<file path="src/rtl/cout_pkg.sv">
package cout_pkg;
  localparam int unsigned FLD_W = 5;

  typedef enum logic [1:0] {
    HS_IDLE   = 2'd0,
    HS_RAISED = 2'd1,
    HS_ACKED  = 2'd2
  } hs_state_e;
endpackage

</file>
<file path="src/rtl/cout_ring.sv">
// Circular byte store: front index plus level; DEPTH must be a power of two.
module cout_ring #(
  parameter int unsigned DEPTH = 128,
  parameter int unsigned DW    = 8,
  localparam int unsigned PTR_W = $clog2(DEPTH),
  localparam int unsigned CNT_W = $clog2(DEPTH + 1)
) (
  input  logic             clk_i,
  input  logic             rst_ni,
  input  logic             push_i,
  input  logic [DW-1:0]    push_data_i,
  input  logic             pop_i,
  output logic [DW-1:0]    head_o,
  output logic [CNT_W-1:0] level_o,
  output logic             full_o,
  output logic             empty_o
);
  logic [DW-1:0]    mem_q [DEPTH];
  logic [PTR_W-1:0] front_q;
  logic [CNT_W-1:0] level_q;
  logic [PTR_W-1:0] tail;
  logic             do_push, do_pop;

  assign full_o  = (level_q == CNT_W'(DEPTH));
  assign empty_o = (level_q == '0);
  assign do_push = push_i && !full_o;
  assign do_pop  = pop_i && !empty_o;
  assign tail    = front_q + level_q[PTR_W-1:0];
  assign head_o  = mem_q[front_q];
  assign level_o = level_q;

  always_ff @(posedge clk_i) begin
    if (do_push) mem_q[tail] <= push_data_i;
  end

  always_ff @(posedge clk_i or negedge rst_ni) begin
    if (!rst_ni) begin
      front_q <= '0;
      level_q <= '0;
    end else begin
      if (do_pop) front_q <= front_q + 1'b1;
      case ({do_push, do_pop})
        2'b10:   level_q <= level_q + 1'b1;
        2'b01:   level_q <= level_q - 1'b1;
        default: level_q <= level_q;
      endcase
    end
  end
endmodule

</file>
<file path="src/rtl/cout_hs.sv">
// Four-phase request engine with frozen report counters.
module cout_hs
  import cout_pkg::*;
#(
  parameter int unsigned CW = 8
) (
  input  logic          clk_i,
  input  logic          rst_ni,
  input  logic          printed_i,
  input  logic          dropped_i,
  input  logic          iack_i,
  output logic          irq_o,
  output logic          hold_o,
  output logic [CW-1:0] pend_o,
  output logic [CW-1:0] disc_o,
  output logic [CW-1:0] outst_o
);
  localparam logic [CW-1:0] CMAX = '1;

  hs_state_e     state_q;
  logic [CW-1:0] pend_q, disc_q, late_q, outst_q;

  function automatic logic [CW-1:0] inc_sat(input logic [CW-1:0] v, input logic en);
    return (en && v != CMAX) ? v + 1'b1 : v;
  endfunction

  always_ff @(posedge clk_i or negedge rst_ni) begin
    if (!rst_ni) begin
      state_q <= HS_IDLE;
      pend_q  <= '0;
      disc_q  <= '0;
      late_q  <= '0;
      outst_q <= '0;
    end else begin
      unique case (state_q)
        HS_IDLE: begin
          pend_q <= inc_sat(pend_q, printed_i);
          disc_q <= inc_sat(disc_q, dropped_i);
          if ((pend_q != '0 || disc_q != '0) && !iack_i) begin
            state_q <= HS_RAISED;
            outst_q <= inc_sat(outst_q, 1'b1);
          end
        end
        HS_RAISED: begin
          late_q <= inc_sat(late_q, dropped_i);
          if (iack_i) state_q <= HS_ACKED;
        end
        HS_ACKED: begin
          if (!iack_i) begin
            state_q <= HS_IDLE;
            pend_q  <= '0;
            outst_q <= '0;
            disc_q  <= inc_sat(late_q, dropped_i);
            late_q  <= '0;
          end else begin
            late_q <= inc_sat(late_q, dropped_i);
          end
        end
        default: state_q <= HS_IDLE;
      endcase
    end
  end

  assign irq_o   = (state_q == HS_RAISED);
  assign hold_o  = (state_q != HS_IDLE);
  assign pend_o  = pend_q;
  assign disc_o  = disc_q;
  assign outst_o = outst_q;
endmodule

</file>
<file path="src/rtl/char_out_ctrl.sv">
module char_out_ctrl
  import cout_pkg::*;
#(
  parameter int unsigned DEPTH  = 128,
  parameter int unsigned DW     = 8,
  parameter int unsigned STAT_W = 32,
  localparam int unsigned CNT_W = $clog2(DEPTH + 1)
) (
  input  logic              clk_i,
  input  logic              rst_ni,
  input  logic              wr_en_i,
  input  logic [DW-1:0]     wr_data_i,
  output logic [DW-1:0]     disp_data_o,
  output logic              disp_valid_o,
  input  logic              disp_ready_i,
  output logic              irq_o,
  input  logic              iack_i,
  output logic [STAT_W-1:0] status_o,
  output logic [CNT_W-1:0]  free_o
);
  localparam int unsigned OFS_PEND = FLD_W;
  localparam int unsigned OFS_DISC = 2 * FLD_W;
  localparam int unsigned OFS_CNT  = 3 * FLD_W;
  localparam int unsigned USED_W   = OFS_CNT + CNT_W;
  localparam int unsigned CW       = 8;

  logic [CNT_W-1:0] level;
  logic             full, empty, hold, pop, drop;
  logic [CW-1:0]    pend, disc, outst;

  function automatic logic [FLD_W-1:0] sat_fld(input logic [CW-1:0] v);
    return (v > CW'((1 << FLD_W) - 1)) ? '1 : v[FLD_W-1:0];
  endfunction

  assign disp_valid_o = !empty && !hold;
  assign pop          = disp_valid_o && disp_ready_i;
  assign drop         = wr_en_i && full;

  cout_ring #(.DEPTH(DEPTH), .DW(DW)) u_ring (
    .clk_i       (clk_i),
    .rst_ni      (rst_ni),
    .push_i      (wr_en_i),
    .push_data_i (wr_data_i),
    .pop_i       (pop),
    .head_o      (disp_data_o),
    .level_o     (level),
    .full_o      (full),
    .empty_o     (empty)
  );

  cout_hs #(.CW(CW)) u_hs (
    .clk_i     (clk_i),
    .rst_ni    (rst_ni),
    .printed_i (pop),
    .dropped_i (drop),
    .iack_i    (iack_i),
    .irq_o     (irq_o),
    .hold_o    (hold),
    .pend_o    (pend),
    .disc_o    (disc),
    .outst_o   (outst)
  );

  always_comb begin
    status_o = '0;
    status_o[FLD_W-1:0]              = sat_fld(outst);
    status_o[OFS_PEND +: FLD_W]      = sat_fld(pend);
    status_o[OFS_DISC +: FLD_W]      = sat_fld(disc);
    status_o[OFS_CNT  +: CNT_W]      = level;
  end

  generate
    if (USED_W > STAT_W) begin : g_bad_width
      initial $error("status word too narrow");
    end
  endgenerate

  assign free_o = CNT_W'(DEPTH) - level;
endmodule

</file>
<file path="config.mk">
export PLATFORM = sky130hd
export DESIGN_NAME = char_out_ctrl
export DESIGN_NICKNAME = d
export VERILOG_FILES = /design/src/rtl/cout_pkg.sv /design/src/rtl/cout_ring.sv /design/src/rtl/cout_hs.sv /design/src/rtl/char_out_ctrl.sv
export SDC_FILE = /design/constraint.sdc
export NUM_CORES = 1
export LEC_CHECK = 0
export CAP_MARGIN = 30
export CORE_MARGIN = 5
export CORE_UTILIZATION = 45
export DETAILED_ROUTE_END_ITERATION = 10
export DONT_BUFFER_PORTS = 1
export PLACE_DENSITY = 0.71
export SLEW_MARGIN = 40
export SYNTH_ARGS = -nofsm -noshare
export SYNTH_HDL_FRONTEND = slang
export SYNTH_SLANG_ARGS = --single-unit
export TNS_END_PERCENT = 10
</file>
<file path="constraint.sdc">
create_clock -name clk_i -period 3.5 [get_ports clk_i]
set_input_delay 0.175 -clock clk_i [delete_from_list [all_inputs] [get_ports clk_i]]
set_output_delay 0.175 -clock clk_i [all_outputs]
set_load 0.02 [all_outputs]
</file>
==> impl_metrics.py, run 1 <==
metrics = {
    "run_status": {
        "status": "complete, but fails checks",
        "violations": "hold timing, setup timing",
    },
    "sta": {
        "tightestPinTransition_ns": 0.761,
        "rsz0062_at_grt": "true",
        "period_share_pct": 103,
        "hold_viol": 4,
        "setup_slack_ns": -0.102,
        "hold_ws_ns": -0.0178,
        "finalClockSkew_ns": 0.0175,
        "fin_crit_ns": 3.60,
        "max_freq_mhz": 278,
        "slew_viol_final": 0,
        "setup_violations": 8,
        "relSlewSlack_pct": 49.3,
    },
    "place": {
        "hpwl_um": 61800,
        "portBuffers": 0,
        "dpl-instance-area_um2": 46300,
        "place.gp.congestion": 0.886,
    },
    "worst_setup_path": {
        "reg2reg_from": "u_ring.front_q[0]$_DFFE_PN0P_",
        "critPathLaunchType": "flop",
        "crit_path_max_fanout": 30,
        "slowest_stage": "nor2_2",
        "cp.arrival_ns": 3.43,
        "cp_common_cell": "buf_4",
        "crit_family": "simple AND/OR/NAND/NOR gates",
        "cp.required_ns": 3.32,
        "timing.critical_path.cells": "buf_12 > nand3b_1 > nor2_2 > a22oi_1 > and3_1 > a32oi_2 > buf_4 > buf_4",
        "cp-end-kind": "primary output",
        "crit_start": "u_ring.front_q[3]$_DFFE_PN0P_",
        "path_class": "reg -> out",
        "cp_num_buf_inv": 3,
        "cpPeakStageDelay_ns": 0.60,
    },
    "clocking": {
        "cts_tree": "built",
        "root_buffer": "clkbuf_16",
        "clk_pin_slew_ns": 0.06,
        "cts_buffers": 105,
        "clock_sinks": 1073,
        "h-tree-depth": 3,
        "clock_latency_ns": 0.67,
        "cts_buffer_depth": 3,
    },
    "synthesis": {
        "synth_edf_count": 1024,
        "syn-cell-area_um2": 43600,
        "postSynthCellCount": 2359,
        "synth_compound_area_share_pct": 4.40,
        "ys_ff_latch": 1073,
        "synth_top_family_by_area": "multiplexers",
        "synthSimpleGateAreaFrac_pct": 4.51,
        "synthFlopType": "edfxtp_1",
        "syn_avg_cell_area_um2": 18.5,
        "yosys.cell_types.count": 80,
        "yosysWarningCount": 0,
        "synthAdderAreaFrac_pct": 0.810,
        "yosysSeqAreaShare_pct": 73.4,
        "synth_xor_area_share_pct": 0.804,
        "synthArstFlopShare_pct": 4.57,
        "synth.area.mux_share_pct": 14.0,
    },
    "floorplanning": {
        "io_pins": 63,
        "start_util_pct": 45.2,
        "dieArea_um2": 103000,
        "core_um2": 96400,
        "placement_rows": 114,
        "die_w_um": 321,
        "die_y_um": 321,
    },
    "route": {
        "drc_errors": 0,
        "wl_um": 109000,
        "highest_layer": "met4",
        "via_count": 24100,
        "routedWlPerCell_um": 27.3,
        "drtAntennaViolNets": 0,
        "detail_route.first_pass.iterations": 6,
        "route.met3.wl_um": 9910,
        "met1_length_um": 42000,
        "wl_met2_um": 53500,
        "viasPerCell": 6.03,
        "drt-initial-drc-count": 3008,
    },
    "finish": {
        "final_nets": 2673,
        "final_area_um2": 51300,
        "finish.utilization_pct": 53.2,
        "areaGrowthSynthToFinish_pct": 17.7,
        "fill_cells": 7363,
        "drive_above_1_share_pct": 26.8,
    },
    "power": {
        "pwr_density_cell_nw_per_um2": 817,
        "ir_drop_mv": 0.897,
        "p_leak_nw": 17.1,
    },
    "flow_run": {
        "maxCapViolCount": 0,
    },
    "hold_path": {
        "hold_class": "in -> reg",
        "hold_start": "wr_data_i[2]",
    },
    "global_routing": {
        "grt_pass1_vias": 24300,
        "grt_use_total_pct": 20.8,
        "antenna_found_initial": 0,
        "grt_pass1_wl_um": 161000,
        "overflow": 0,
        "grt_max_degree": 129,
    },
}
==> cell usage in the layout, fill, tap and decap left out, drive strengths merged, types with 8 or more instances in the layout <==
master / netlist / routed
a211oi: 10 / 10
a21oi: 52 / 52
a221oi: 30 / 30
a22o: 16 / 16
a22oi: 44 / 44
a31oi: 18 / 18
and3: 15 / 15
buf: 83 / 266
bufbuf: 0 / 10
clkbuf: 43 / 133
clkinv: 0 / 42
conb: 1 / 9
dfrtp: 49 / 49
dlygate4sd3: 0 / 8
edfxtp: 1024 / 1024
ha: 25 / 25
inv: 24 / 27
mux2i: 160 / 160
mux4: 197 / 197
nand2: 95 / 95
nand2b: 10 / 10
nand3: 43 / 43
nand4: 12 / 12
nor2: 181 / 181
nor3: 18 / 18
o21ai: 67 / 67
xnor2: 24 / 24
xor2: 16 / 16
==> per-layer routing <==
layer,vias up,GRT usage [%]
li1,10100,-
met1,12400,28.3
met2,1342,34.0
met3,203,4.26
met4,0,7.19
met5,-,0
==> cells in the mapped netlist (5+ instances only) <==
cell type | number | area (um^2)
a22o_1 | 16 | 140
nor2_1 | 180 | 676
mux2i_1 | 160 | 1600
nand3_1 | 43 | 215
clkbuf_1 | 42 | 158
nand2b_1 | 10 | 62.6
mux4_2 | 197 | 4440
dfrtp_1 | 49 | 1230
nor3_1 | 16 | 80.1
nand4_1 | 11 | 68.8
mux2_2 | 6 | 67.6
a31oi_1 | 18 | 113
a21oi_1 | 51 | 255
ha_1 | 25 | 313
a221oi_1 | 29 | 254
buf_2 | 29 | 145
o211ai_1 | 7 | 52.6
a211oi_1 | 10 | 75.1
o21a_1 | 5 | 37.5
edfxtp_1 | 1024 | 30700
xor2_1 | 16 | 140
a21o_1 | 7 | 52.6
nand2_1 | 95 | 357
buf_4 | 26 | 195
buf_6 | 18 | 203
and4_1 | 6 | 52.6
a22oi_1 | 44 | 330
xnor2_1 | 24 | 210
and3_1 | 15 | 93.8
o21ai_0 | 63 | 315
buf_1 | 6 | 22.5
nor2b_1 | 7 | 43.8
inv_1 | 22 | 82.6
==> power breakdown <==
part / leakage [nW] / internal (mW) / switching (mW)
combinational: 5.69 / 6.54 / 9.30
sequential: 9.83 / 14.9 / 0.427
clock: 1.57 / 6.05 / 4.65
==> cells by family (layout without fill, tap and decap cells) <==
group,count (synthesis),after routing
simple gates,420,420
fa+ha+maj,27,27
xor+xnor,40,40
other cells,1,10
mux,364,364
compound gates,284,284
flops,1073,1073
buf+inv,150,495
==> repair_timing <==
action	in CTS	in global routing
resized for setup	127	47
gates cloned	15	1
buffers inserted	14	9
pin swaps	12	10
endpoints found under the hold margin	1093	18
hold buffers	15	2
endpoints found under the setup margin	16	249
==> cell type report <==
| type | instances | area (um^2) | area share, % |
|---|---|---|---|
| clock inverter | 54 | 415 | 0.810 |
| sequential | 1073 | 32000 | 62.4 |
| inverter | 24 | 90.1 | 0.176 |
| antenna | 1 | 2.50 | 0.00488 |
| multi-input combinational | 1144 | 11300 | 22.0 |
| timing repair buffer | 285 | 3090 | 6.03 |
| clock buffer | 132 | 2820 | 5.50 |
| tap | 1276 | 1600 | 3.11 |
==> registers in the layout (all words and copies together), names as in the netlist <==
register	count
u_hs.disc_o	8
u_hs.late_q	8
u_hs.outst_o	8
u_hs.pend_o	8
u_hs.state_q	2
u_ring.front_q	7
u_ring.level_o	8
u_ring.mem_q	1024
==> worst register-to-register path, stage by stage (launching register included) <==
cell and delay [ns]:
dfrtp_4 0.53, ha_1 0.24, fa_1 0.44, a21o_1 0.20, a21oi_1 0.21, buf_4 0.17, o21ai_0 0.11, nand3_1 0.26
nand3_1 0.37, nor2_1 0.44, buf_4 0.22
==> final timing paths <==
kind	depth (start not counted)	slack (ns)	endpoint
setup / recovery	8	-0.10	disp_data_o[0]
hold / removal	1	-0.02	u_ring.mem_q[102][2]$_DFFE_PP_
setup reg to reg	10	0.03	u_ring.mem_q[15][5]$_DFFE_PP_
hold reg to reg	1	0.52	u_hs.late_q[6]$_DFFE_PN0P_
max in group asynchronous	2	3.21	u_ring.front_q[2]$_DFFE_PN0P_
min in group asynchronous	2	0.04	u_hs.disc_o[0]$_DFFE_PN0P_
==> per-stage QoR <==
step	hold slack [ns]	cells	power [mW]	setup slack, ns	TNS (ns)
after CTS	0.00167	3976	41.6	-0.0604	-1.35
after global routing	0.00767	3988	43.4	-0.149	-7.58
after global placement	-0.119	3746	28.4	0.0769	0
after floorplan	-0.121	2367	24.2	0.300	0
after detailed placement	-0.119	3746	28.7	0.00409	0
final	-0.0178	3989	41.9	-0.102	-0.455
Power figures use the tool's default switching activity.
==> inputs of run 2 (changes only) <==
Settings changed: CORE_MARGIN 5 to not set.
==> impl_metrics.py, run 2 (synthesis gave the netlist of run 1 again) <==
metrics = {
    "run_status": {
        "status": "complete, but fails checks",
        "violations": "hold timing, setup timing",
    },
    "sta": {
        "tightestPinTransition_ns": 0.780,
        "hold_viol": 15,
        "hold_ws_ns": -0.0502,
        "fin_crit_ns": 3.60,
        "relSlewSlack_pct": 47.8,
        "setup_slack_ns": -0.0981,
        "setup_violations": 68,
        "slew_viol_final": 0,
        "max_freq_mhz": 278,
        "finalClockSkew_ns": 0.0265,
        "period_share_pct": 103,
        "rsz0062_at_grt": "true",
    },
    "floorplanning": {
        "start_util_pct": 45.7,
        "placement_rows": 113,
        "core_um2": 95400,
        "io_pins": 63,
        "die_w_um": 313,
        "die_y_um": 313,
        "dieArea_um2": 98100,
    },
    "finish": {
        "mostFrequentLayoutCell": "edfxtp_1",
        "largest-register": "u_ring.mem_q",
        "final_area_um2": 51300,
        "drive_above_1_share_pct": 27.7,
        "mostFrequentLayoutCells": "1,024 x edfxtp_1, 197 x mux4_2, 148 x buf_4",
        "fill_cells": 7093,
        "areaGrowthSynthToFinish_pct": 17.7,
        "largest_reg_flops": 1024,
        "final_nets": 2601,
        "finish.utilization_pct": 53.7,
        "diodes": 0,
    },
    "global_routing": {
        "antenna_found_initial": 1,
        "grt_pass1_wl_um": 162000,
        "grt_pass1_vias": 24200,
        "grt_util_met2_pct": 35.8,
        "grt.busiest_layer": "met2",
        "grt_max_degree": 129,
        "grt_use_total_pct": 22.3,
        "met3_usage_pct": 3.44,
        "overflow": 0,
        "met1_usage_pct": 30.9,
    },
    "worst_setup_path": {
        "crit_end": "disp_data_o[5]",
        "cp_num_buf_inv": 5,
        "reg2reg_depth": 7,
        "crit_path_max_fanout": 18,
        "reg2reg_from": "u_ring.front_q[1]$_DFFE_PN0P_",
        "r2r_end": "u_ring.mem_q[45][2]$_DFFE_PP_",
        "timing.critical_path.cells": "buf_12 > buf_4 > buf_12 > buf_16 > mux4_2 > mux2i_1 > o21ai_0 > nand2_1 > a31oi_4 > buf_6",
        "rrSetupSlack_ns": -0.07,
        "slowest_stage": "dfrtp_4",
        "cp-end-kind": "primary output",
        "crit_family": "buffers and inverters",
        "crit_start": "u_ring.front_q[0]$_DFFE_PN0P_",
        "cp.required_ns": 3.32,
        "cpPeakStageDelay_ns": 0.50,
        "path_class": "reg -> out",
        "cp_common_cell": "buf_12",
        "cp.arrival_ns": 3.42,
        "critPathLaunchType": "flop",
        "crit_cells": 10,
    },
    "clocking": {
        "clock_latency_ns": 0.68,
        "cts_buffers": 104,
        "h-tree-depth": 3,
        "clock_sinks": 1073,
        "cts_tree": "built",
        "cts_buffer_depth": 3,
        "clk_pin_slew_ns": 0.06,
        "root_buffer": "clkbuf_16",
    },
    "place": {
        "dpl-instance-area_um2": 45700,
        "hpwl_um": 61000,
        "portBuffers": 0,
        "place.gp.congestion": 0.907,
        "place_ws_ns": -0.216,
    },
    "flow_run": {
        "maxCapViolCount": 0,
    },
    "power": {
        "pwr_density_cell_nw_per_um2": 846,
        "ir_drop_mv": 0.691,
        "p_leak_nw": 16.9,
        "power_mw": 43.4,
    },
    "route": {
        "drtAntennaViolNets": 0,
        "via_count": 24000,
        "drc_errors": 0,
        "drt-initial-drc-count": 2926,
        "viasPerCell": 6.12,
        "detail_route.first_pass.iterations": 8,
        "routedWlPerCell_um": 28.0,
        "wl_um": 110000,
    },
    "hold_path": {
        "hold_class": "in -> reg",
    },
}
==> run 2: cell count changes in the layout (fill, tap and decap cells not counted), sizes merged, moves of 3 or more <==
cell	delta
bufinv	+15
clkbuf	-10
bufbuf	-4
clkinv	+3
dlygate4sd3	-3
buf	-64
==> run 2: metal layers <==
layer  routed length, um  vias up  share of wire (%)
met1               43100    12400                 39
met2               52600     1381                 48
met3                9630      235                8.8
met4                4150        0                3.8
li1                    -     9938                  -
met5                   0        -                  0
==> run 2: power by group <==
| group | internal, mW | switching [mW] |
|---|---|---|
| clock network | 6.97 | 4.90 |
| registers | 14.9 | 0.418 |
| logic | 6.60 | 9.57 |
==> run 2: metrics by stage <==
stage          TNS (ns)  std cells  hold slack, ns
6_report          -1.37       3914         -0.0502
4_1_cts           -1.22       3908         0.00224
3_3_place_gp     -10.65       3659          -0.119
5_1_grt          -17.44       3914         0.00771
3_5_place_dp     -38.87       3659          -0.119
2_1_floorplan         0       2367          -0.121
==> run 2: final cells by class <==
cell class                 count  area (um^2)  share of cell area (%)
sequential                  1073        32000                    62.4
clock inverter                72          965                    1.88
timing repair buffer         214         2610                    5.09
multi-input combinational   1144        11400                    22.2
tap                         1265         1580                    3.09
inverter                      24         92.6                   0.181
clock buffer                 122         2670                    5.21
==> run 2: worst min path at each step <==
stage,startpoint,to,slack [ns],depth (start not counted)
4_1_cts,wr_data_i[1],u_ring.mem_q[118][1]$_DFFE_PP_,0.002,1
2_1_floorplan,rst_ni,u_hs.disc_o[0]$_DFFE_PN0P_,-0.12,0
5_1_grt,wr_data_i[7],u_ring.mem_q[118][7]$_DFFE_PP_,0.008,1
6_report,wr_data_i[7],u_ring.mem_q[118][7]$_DFFE_PP_,-0.05,1
3_3_place_gp,rst_ni,u_ring.level_o[7]$_DFFE_PN0P_,-0.12,0
3_5_place_dp,rst_ni,u_ring.level_o[7]$_DFFE_PN0P_,-0.12,0
==> run 2: timing repair <==
action	4_1_cts	5_1_grt
resized for setup	136	74
endpoints found under the hold margin	1096	0
endpoints found under the setup margin	552	476
gates cloned	16	1
buffers inserted	25	5
hold buffers	14	0
pin swaps	19	10
